--- config.mk ---
export PLATFORM = sky130hd
export DESIGN_NAME = sbc_core
export DESIGN_NICKNAME = d
export VERILOG_FILES = /design/src/rtl/sbc_pkg.sv /design/src/rtl/sbc_alu.sv /design/src/rtl/sbc_control.sv /design/src/rtl/sbc_datapath.sv /design/src/rtl/sbc_core.sv
export SDC_FILE = /design/constraint.sdc
export NUM_CORES = 2
export LEC_CHECK = 0
export ABC_CLOCK_PERIOD_IN_PS = 8300
export BUFFER_PORTS_ARGS = -buffer_cell sky130_fd_sc_hd__buf_2
export CAP_MARGIN = 20
export CORE_MARGIN = 5
export CORE_UTILIZATION = 44
export CTS_BUF_LIST = sky130_fd_sc_hd__clkbuf_8
export DETAILED_ROUTE_END_ITERATION = 6
export REMOVE_ABC_BUFFERS = 1
export SETUP_SLACK_MARGIN = 0.4
export SYNTH_ARGS = -nofsm -noshare
export SYNTH_HDL_FRONTEND = slang
export SYNTH_SLANG_ARGS = --single-unit
--- constraint.sdc ---
create_clock -name clk -period 8.3 [get_ports clk]
set_input_delay 0.415 -clock clk [delete_from_list [all_inputs] [get_ports clk]]
set_output_delay 0.415 -clock clk [all_outputs]
set_load 0.01 [all_outputs]
--- src/rtl/sbc_pkg.sv ---
package sbc_pkg;
  localparam int SEL_W = 4;

  localparam logic [3:0] OP_ADD   = 4'd0;
  localparam logic [3:0] OP_SUB   = 4'd1;
  localparam logic [3:0] OP_XOR   = 4'd2;
  localparam logic [3:0] OP_LOAD  = 4'd3;
  localparam logic [3:0] OP_STORE = 4'd4;
  localparam logic [3:0] OP_ADDM  = 4'd5;

  typedef enum logic [1:0] {ALU_ADD = 2'd0, ALU_SUB = 2'd1, ALU_XOR = 2'd2} alu_op_e;

  typedef struct packed {
    logic             pcOut;
    logic             zOut;
    logic             mdrOut;
    logic             regOut;
    logic [SEL_W-1:0] regOutSel;
    logic             pcIn;
    logic             marIn;
    logic             yIn;
    logic             zIn;
    logic             irIn;
    logic             mdrIn;
    logic             regIn;
    logic [SEL_W-1:0] regInSel;
    logic             useY;
    alu_op_e          aluOp;
    logic             carryIn;
    logic             memRead;
    logic             memWrite;
    logic             waitDone;
    logic             endSeq;
  } strobes_t;
endpackage

--- src/rtl/sbc_alu.sv ---
module sbc_alu
  import sbc_pkg::*;
#(
  parameter int DATA_W = 32
) (
  input  logic [DATA_W-1:0] opA,
  input  logic [DATA_W-1:0] opB,
  input  alu_op_e           op,
  input  logic              carryIn,
  output logic [DATA_W-1:0] result
);
  logic [DATA_W-1:0] cinExt;
  assign cinExt = {{(DATA_W-1){1'b0}}, carryIn};

  always_comb begin
    case (op)
      ALU_ADD: result = opA + opB + cinExt;
      ALU_SUB: result = opA + ~opB + cinExt;
      ALU_XOR: result = opA ^ opB;
      default: result = '0;
    endcase
  end
endmodule

--- src/rtl/sbc_control.sv ---
module sbc_control
  import sbc_pkg::*;
#(
  parameter int IR_W = 16
) (
  input  logic            clk,
  input  logic            rstN,
  input  logic [IR_W-1:0] irHi,
  input  logic            memDone,
  output strobes_t        ctl
);
  localparam int STEP_W = 3;

  logic [STEP_W-1:0] step;
  logic [3:0]        opc;
  logic [SEL_W-1:0]  rd, rs, rt;

  assign opc = irHi[IR_W-1 -: 4];
  assign rd  = irHi[IR_W-5 -: SEL_W];
  assign rs  = irHi[IR_W-9 -: SEL_W];
  assign rt  = irHi[IR_W-13 -: SEL_W];

  always_comb begin
    ctl = '0;
    case (step)
      3'd0: begin
        ctl.pcOut = 1'b1; ctl.marIn = 1'b1; ctl.memRead = 1'b1;
        ctl.useY = 1'b0; ctl.aluOp = ALU_ADD; ctl.zIn = 1'b1;
      end
      3'd1: begin
        ctl.zOut = 1'b1; ctl.pcIn = 1'b1; ctl.yIn = 1'b1; ctl.waitDone = 1'b1;
      end
      3'd2: begin
        ctl.mdrOut = 1'b1; ctl.irIn = 1'b1;
      end
      default: begin
        case (opc)
          OP_ADD, OP_SUB, OP_XOR: begin
            case (step)
              3'd3: begin ctl.regOut = 1'b1; ctl.regOutSel = rs; ctl.yIn = 1'b1; end
              3'd4: begin
                ctl.regOut = 1'b1; ctl.regOutSel = rt; ctl.useY = 1'b1; ctl.zIn = 1'b1;
                ctl.aluOp = (opc == OP_SUB) ? ALU_SUB : ((opc == OP_XOR) ? ALU_XOR : ALU_ADD);
                ctl.carryIn = (opc == OP_SUB);
              end
              3'd5: begin ctl.zOut = 1'b1; ctl.regIn = 1'b1; ctl.regInSel = rd; ctl.endSeq = 1'b1; end
              default: ctl.endSeq = 1'b1;
            endcase
          end
          OP_LOAD: begin
            case (step)
              3'd3: begin ctl.regOut = 1'b1; ctl.regOutSel = rs; ctl.marIn = 1'b1; ctl.memRead = 1'b1; end
              3'd4: ctl.waitDone = 1'b1;
              3'd5: begin ctl.mdrOut = 1'b1; ctl.regIn = 1'b1; ctl.regInSel = rd; ctl.endSeq = 1'b1; end
              default: ctl.endSeq = 1'b1;
            endcase
          end
          OP_STORE: begin
            case (step)
              3'd3: begin ctl.regOut = 1'b1; ctl.regOutSel = rs; ctl.marIn = 1'b1; end
              3'd4: begin ctl.regOut = 1'b1; ctl.regOutSel = rd; ctl.mdrIn = 1'b1; ctl.memWrite = 1'b1; end
              3'd5: begin ctl.waitDone = 1'b1; ctl.endSeq = 1'b1; end
              default: ctl.endSeq = 1'b1;
            endcase
          end
          OP_ADDM: begin
            case (step)
              3'd3: begin ctl.regOut = 1'b1; ctl.regOutSel = rs; ctl.marIn = 1'b1; ctl.memRead = 1'b1; end
              3'd4: begin ctl.regOut = 1'b1; ctl.regOutSel = rd; ctl.yIn = 1'b1; ctl.waitDone = 1'b1; end
              3'd5: begin
                ctl.mdrOut = 1'b1; ctl.useY = 1'b1; ctl.aluOp = ALU_ADD; ctl.zIn = 1'b1;
              end
              3'd6: begin ctl.zOut = 1'b1; ctl.regIn = 1'b1; ctl.regInSel = rd; ctl.endSeq = 1'b1; end
              default: ctl.endSeq = 1'b1;
            endcase
          end
          default: ctl.endSeq = 1'b1;
        endcase
      end
    endcase
  end

  always_ff @(posedge clk or negedge rstN) begin
    if (!rstN)                         step <= '0;
    else if (ctl.waitDone && !memDone) step <= step;
    else if (ctl.endSeq)               step <= '0;
    else                               step <= step + STEP_W'(1);
  end


  stall_hold_chk: assert property (@(posedge clk) disable iff (!rstN)
    (ctl.waitDone && !memDone) |=> $stable(step));


  seq_restart_chk: assert property (@(posedge clk) disable iff (!rstN)
    (ctl.endSeq && !(ctl.waitDone && !memDone)) |=> (step == '0));
endmodule

--- src/rtl/sbc_datapath.sv ---
module sbc_datapath
  import sbc_pkg::*;
#(
  parameter int DATA_W = 32,
  parameter int NREG   = 16,
  parameter int IR_W   = 16
) (
  input  logic              clk,
  input  logic              rstN,
  input  strobes_t          ctl,
  output logic [IR_W-1:0]   irHi,
  output logic              memReq,
  output logic              memWrite,
  output logic [DATA_W-1:0] memAddr,
  output logic [DATA_W-1:0] memWdata,
  input  logic [DATA_W-1:0] memRdata,
  input  logic              memDone
);
  localparam int RIDX_W = $clog2(NREG);
  localparam logic [DATA_W-1:0] FOUR = DATA_W'(4);

  logic [DATA_W-1:0] pc, mar, mdr, yReg, zReg;
  logic [DATA_W-1:0] regFile [NREG];
  logic [DATA_W-1:0] bus, aluA, aluRes;
  logic              busy, wrReg;

  always_comb begin
    bus = '0;
    if (ctl.pcOut)  bus = bus | pc;
    if (ctl.zOut)   bus = bus | zReg;
    if (ctl.mdrOut) bus = bus | mdr;
    if (ctl.regOut) bus = bus | regFile[ctl.regOutSel[RIDX_W-1:0]];
  end

  assign aluA = ctl.useY ? yReg : FOUR;

  sbc_alu #(.DATA_W(DATA_W)) alu (
    .opA(aluA), .opB(bus), .op(ctl.aluOp), .carryIn(ctl.carryIn), .result(aluRes)
  );

  always_ff @(posedge clk or negedge rstN) begin
    if (!rstN) begin
      pc <= '0; mar <= '0; yReg <= '0; zReg <= '0; irHi <= '0;
    end else begin
      if (ctl.pcIn)  pc   <= bus;
      if (ctl.marIn) mar  <= bus;
      if (ctl.yIn)   yReg <= bus;
      if (ctl.zIn)   zReg <= aluRes;
      if (ctl.irIn)  irHi <= bus[DATA_W-1 -: IR_W];
    end
  end

  always_ff @(posedge clk or negedge rstN) begin
    if (!rstN) begin
      for (int i = 0; i < NREG; i++) regFile[i] <= '0;
    end else if (ctl.regIn) begin
      regFile[ctl.regInSel[RIDX_W-1:0]] <= bus;
    end
  end

  always_ff @(posedge clk or negedge rstN) begin
    if (!rstN) begin
      busy <= 1'b0; wrReg <= 1'b0; mdr <= '0;
    end else begin
      if (ctl.memRead || ctl.memWrite) begin
        busy  <= 1'b1;
        wrReg <= ctl.memWrite;
      end else if (memDone) begin
        busy <= 1'b0;
      end
      if (ctl.mdrIn)                       mdr <= bus;
      else if (busy && memDone && !wrReg)  mdr <= memRdata;
    end
  end

  assign memReq   = busy;
  assign memWrite = wrReg;
  assign memAddr  = mar;
  assign memWdata = mdr;


  one_driver_chk: assert property (@(posedge clk) disable iff (!rstN)
    $countones({ctl.pcOut, ctl.zOut, ctl.mdrOut, ctl.regOut}) <= 1);


  req_hold_chk: assert property (@(posedge clk) disable iff (!rstN)
    (busy && !memDone) |=> (busy && $stable(mar) && $stable(wrReg)));


  wdata_hold_chk: assert property (@(posedge clk) disable iff (!rstN)
    (busy && wrReg && !memDone) |=> $stable(mdr));


  pc_stride_chk: assert property (@(posedge clk) disable iff (!rstN)
    (pc != $past(pc)) |-> (pc == $past(pc) + FOUR));
endmodule

--- src/rtl/sbc_core.sv ---
module sbc_core
  import sbc_pkg::*;
#(
  parameter int DATA_W = 32,
  parameter int NREG   = 16
) (
  input  logic              clk,
  input  logic              rstN,
  output logic              memReq,
  output logic              memWrite,
  output logic [DATA_W-1:0] memAddr,
  output logic [DATA_W-1:0] memWdata,
  input  logic [DATA_W-1:0] memRdata,
  input  logic              memDone
);
  localparam int IR_W = 16;

  strobes_t        ctl;
  logic [IR_W-1:0] irHi;

  sbc_control #(.IR_W(IR_W)) control (
    .clk(clk), .rstN(rstN), .irHi(irHi), .memDone(memDone), .ctl(ctl)
  );

  sbc_datapath #(.DATA_W(DATA_W), .NREG(NREG), .IR_W(IR_W)) datapath (
    .clk(clk), .rstN(rstN), .ctl(ctl), .irHi(irHi),
    .memReq(memReq), .memWrite(memWrite), .memAddr(memAddr),
    .memWdata(memWdata), .memRdata(memRdata), .memDone(memDone)
  );
endmodule

# Yosys cells after proc, flatten, opt, wreduce, memory -nomap -nowiden
# Cells that the tools add are included.
# totals
reg_bits	693
elab_cells	137
input_bits	35
out_inout_bits	66
# classes
reduce_logical	24
n_mux	60
n_eq_ne	13
order_cmp	3
addsub	5
bitwise_logic	7
# op_table
cell	count
$bwmux 512	1
$mux 32	10
$bmux 32 s4	1
$demux 32 s4	1
$or 32x32->32	3
$pmux 32 s3	1
$add 32x1->32	2
$add 32x32->32	2
$not 32->32	1
$xor 32x32->32	1
$pmux 5 s2	3
$mux 5	4
$pmux 1 s2	10
$mux 1	19
$pmux 5 s3	1
$reduce_or 2->1	6
$reduce_or 3->1	4
$ge 5x5->1 const B	2
$not 4->5	2
$eq 3x3->1 const B	3
$mux 3	3
$eq 4x2->1 const B	2
$eq 4x3->1 const B	2
$eq 3x2->1 const B	2
other kinds (20)	26

# Logic depth before layout (Yosys ltp)
# logic_depth
depth_word	14
mapped_depth	29
mapped_depth_nobuf	25

# Modules after synthesis
# From an unflattened synthesis, not the netlist that was laid out.
# unflattened
cells_unflattened	3695
area_unflattened_um2	35356.4
# modules_own_cells
module	area_per_inst_um2	n_inst	seq_area_each_um2	cells_each
sbc_datapath	30684.4	1	17266.6	2986
sbc_alu	4002.6	1	0.0	616
sbc_control	669.4	1	75.1	93

# Least setup slack after synthesis
# Ideal clock, no wire load.
# synth_timing
kind	flip-flop to flip-flop
start	register control.step[2]
end	register datapath.zReg[31]
t_arrival_ps	5658
path_slack_ps	2505
required_time_ps	8163
setup_ps	137
n_path_buf	4
period_less_slack_ps	5795
stages_incl_launch_ff	27
path_cell_list	dfrtp_1 > clkbuf_1 > inv_1 > ha_1 > a222oi_1 > nand2b_1 > buf_4 > nand2_2 > buf_4 > o22ai_1 > a31oi_1 > a211oi_1 > a21oi_1 > a221oi_2 > buf_4 > ha_1 > or4b_2 > inv_1 > a211o_1 > a31oi_1 > a31o_2 > o311ai_0 > a21o_1 > a211oi_1 > a311oi_1 > xnor2_1 > a21oi_1
# synth_between
elab_chain_cells	14
elab_cells_between_ends	54
classes_between	add/sub: 4; eq/ne: 8; mux: 30; bitwise: 6; reduce/logical: 6
# synth_rtl
element	line	rtl
from (decl)	sbc_control.sv:14	logic [STEP_W-1:0] step;
from (signal assigned)	sbc_control.sv:85	else if (ctl.waitDone && !memDone) step <= step;
from (signal assigned)	sbc_control.sv:87	else step <= step + STEP_W'(1);
$eq 3x3->1 / $eq 3x2->1 (equally long branches)	-	
$pmux 5 s2 (tied with other cells)	sbc_control.sv:59, sbc_control.sv:67	
$pmux 5 s3	sbc_control.sv:37	case (opc)
$mux 5	sbc_control.sv:25	case (step)
$not 4->5 (not written as such)	sbc_datapath.sv:32	if (ctl.regOut) bus = bus | regFile[ctl.regOutSel[RIDX_W-1:0]];
$bmux 32 s4	sbc_datapath.sv:32	
$mux 32 (not written as such) (2 in a row)	sbc_datapath.sv:32	
$or 32x32->32	sbc_datapath.sv:32	
$mux 32	sbc_datapath.sv:32	
$not 32->32	sbc_alu.sv:18	ALU_SUB: result = opA + ~opB + cinExt;
$add 32x32->32	sbc_alu.sv:18	
$add 32x1->32	sbc_alu.sv:18	
$pmux 32 s3	sbc_alu.sv:16	case (op)
to (signal assigned)	sbc_datapath.sv:48	if (ctl.zIn) zReg <= aluRes;
to (decl)	sbc_datapath.sv:22	logic [DATA_W-1:0] pc, mar, mdr, yReg, zReg;
# Parallel ways exist; a longest one is shown, timed or not. The select of a mux whose other input is x is not followed.
# A chain may end at the register's enable or synchronous reset.

# Worst setup path in the final report
# layout_timing
start	register control.step[0]
end	register datapath.zReg[30]
# The elaborated chain is that of the path after synthesis.

==> summary.md <==
| Metric | Value |
|---|---|
| Max cap viols | 0 |
| Full die area | 83800 um^2 |
| EDFF count, synth | 0 |
| Post-cts sizing count | 0 |
| TritonCTS clock tree | done |
| P&R area growth vs syn | 11.2% |
| FF-to-FF End | datapath.zReg[30] |
| Asr flop ratio synth | 100% |
| Total core area | 77500 um^2 |
| TritonRoute pass-1 iters | 6 |
| Sequential fraction of the synthesis area | 50.5% |
| Final setup fails | 0 |
| H-tree depth | 3 |
| Synth Register Bits | 693 |
| Top Ports | 101 |
| CTS sink count | 693 |
| Max-slew headroom | 32.6% |
| FF-to-FF setup slack | 0.94 ns |
| Avg Inst Size Synth | 9.13 um^2 |
| Hold endpoint | datapath.memWdata[6] |
| Post-Synthesis Cells | 3762 |
| HPWL Detailed | 60700 um |
| Reg-to-reg startpoint | control.step[0] |
| Initial antenna violation count | 3 |
| Crit path max fanout | 23 |
| CTS buffer count | 118 |
| Clock buffer depth | 3 |
| Root buffer cell | clkbuf_8 |
| FP Rows | 102 |
| Largest net degree at the start of global routing | 162 |
| Yosys cell types | 74 |
| Die Y-Extent | 289 um |
| Final Slew Violations | 0 |
| Gpl congestion | 0.928 |
| Initial Utilization | 44.4% |
| Via density | 5.55 |
| Data required, critical path | 8.90 ns |
| Post-synth top area share | 50.5% |
| Worst setup SP type | register |
| Dpl cell area | 35600 um^2 |
| Yosys top cell by area | dfrtp_1 |
| Final global-route overflow total | 0 |
| Synth Flop Type | dfrtp_1 |
| Tcrit/Tclk final | 88.7% |
| Worst Hold Launch | memRdata[6] |
| Routed len/inst | 20.5 um |
| Worst Path Arrival | 7.96 ns |
| Leakage power | 16.9 nW |
| PD cells | 332 nW/um^2 |
| WHS Path Cells | 4 |
| Initial DRC Count | 2333 |
| Worst r2r path cells | 23 |
| YS warnings | 0 |
| Reg clk slew, reported paths | 0.06 ns |
| Skew final | 0.0358 ns |
| Nets@finish | 3865 |
| Peak VDD IR | 0.000206 V |
| Via count | 27.1k |
| Routed WL | 100000 um |
| I/O Buffers | 100 |
| Clk_lat worst skew | 0.74 ns |
| Die width | 289 um |
| Drt drc | 0 |
| Dominant cells by area after synthesis | dfrtp_1, a21oi_1, nand2_1, nor2_1, a211oi_1 |
| Synthesized area | 34400 um^2 |
| Crit path kind | register to register |
| First-pass GRT wire length | 157000 um |
| Fmax | 136 MHz |
| Most common cell after layout, fill and taps aside | dfrtp_1 |
| Tmin final | 7.36 ns |
| RSZ-0062 raised after global routing | false |
| CP endpoint kind | register |
| Outcome | completed |
| Setup_tns | 0 ns |
| Slew @ Worst Pin | 1.01 ns |
| Fin. Hold Viols | 0 |
| Post-CTS Setup Inserts | 0 |
| Number of routed nets with antenna violations | 0 |
| Post-route cell area | 38200 um^2 |
| Hold/Removal Path Class | input port to register |
| Share of post-route cells with drive strength above 1 | 13.0% |
| Vias in the first global route | 26.0k |
| Most frequent cells in the layout | dfrtp_1, nand2_1, nor2_1 |
| GRT Util Overall | 23.9% |
## synthesized netlist by cell type (6+ instances only)
cell type / number
dfrtp_1: 693
nand2_1: 462
nor2_1: 460
a21oi_1: 442
o21ai_1: 211
a211oi_1: 203
clkbuf_1: 189
o21ai_0: 155
nor2b_1: 112
mux2i_1: 86
buf_2: 82
ha_1: 66
nor3_1: 59
inv_1: 50
buf_4: 45
and2_1: 34
mux2_2: 33
a22o_1: 32
a31oi_1: 31
o22ai_1: 30
a221oi_2: 27
a311oi_1: 24
xnor2_1: 24
inv_2: 21
buf_1: 16
nand3_1: 16
nand2b_1: 14
o21bai_1: 12
a21o_1: 9
a22oi_1: 9
xor2_1: 8
o211ai_1: 7
nor4_1: 6
o21a_1: 6
or2_2: 6
## power breakdown
part           total [mW]  internal [mW]  switching, mW
clock network        3.12           1.71           1.41
logic                4.96           1.69           3.27
registers            4.61           4.13          0.482
## logic make-up after synthesis
logic type               Yosys count  share of synthesized area, %
AO/OA/AOI/OAI                   1244                          22.3
XOR/XNOR                          32                         0.816
adder cells (fa/ha/maj)           70                          2.64
buffers and inverters            407                          5.32
flip-flops                       693                          50.5
multiplexers                     119                          3.59
AND/OR/NAND/NOR                 1197                          14.9
## sequential cells by signal, indices dropped and copies added, names as in the netlist, 3 cells and up
signal,count
control.step,3
datapath.irHi,16
datapath.memAddr,32
datapath.memWdata,32
datapath.pc,32
datapath.regFile,512
datapath.yReg,32
datapath.zReg,32
## critical path: stages, from the launching register on
cell,delay (ns)
dfrtp_1,0.43
inv_1,0.09
ha_1,0.27
nand2_1,0.39
nor2_2,0.13
a222oi_1,0.86
nand2b_4,0.49
nand2_2,0.47
o22ai_1,0.28
a31oi_1,0.06
a211oi_1,0.23
a21oi_1,0.09
a221oi_2,0.66
ha_1,0.39
nand2b_1,0.09
a21oi_1,0.15
a31oi_1,0.08
a221oi_1,0.64
a2111oi_0,0.31
nor4_1,0.48
o21bai_1,0.10
a221oi_1,0.33
xnor2_1,0.16
o21ai_1,0.07
## worst max-delay path by stage
| stage | start | end | slack (ns) | depth (start not counted) |
|---|---|---|---|---|
| floorplan | control.step[2] | datapath.zReg[31] | -8.95 | 21 |
| global placement | control.step[0] | datapath.zReg[30] | 1.20 | 24 |
| detailed placement | control.step[0] | datapath.zReg[30] | 1.09 | 23 |
| CTS | control.step[0] | datapath.zReg[30] | 1.08 | 23 |
| global route | control.step[0] | datapath.zReg[30] | 0.45 | 23 |
| finish | control.step[0] | datapath.zReg[30] | 0.94 | 23 |
## routing by layer
metal  global-route usage, %  up-vias  routed length, um
met5                       0        -                 13
met4                    5.93        2               2010
met3                    3.10      135               5230
met2                    37.9      638              45500
met1                    35.2    13209              47600
li1                        -    13151                  -
## stage by stage
stage,total power [mW],instances,hold WS [ns],worst slack (ns),util (%)
after floorplan,7.72,3426,0.119,-8.95,-
after global placement,9.56,4665,0.456,1.20,46.0
after detailed placement,9.62,4665,0.459,1.09,46.0
after CTS,12.8,4887,0.000613,1.08,49.3
after global routing,13.6,4890,0.0515,0.448,49.3
final,12.7,4890,0.0650,0.940,49.3
## layout make-up
type,instances,area (um^2)
well taps,1040,1300
fillers,7425,39300
diodes,2,5.00
multi-input cells,2662,15400
clock buffers,147,2020
flip-flops and latches,693,17300
inverters,71,267
clock inverters,61,392
repair buffers,214,1490
## timing repair
action | CTS | global route
endpoints found under the setup margin | 0 | 0
hold buffers | 14 | 0
endpoints found under the hold margin | 107 | 0
(Power assumes the default switching activity.)
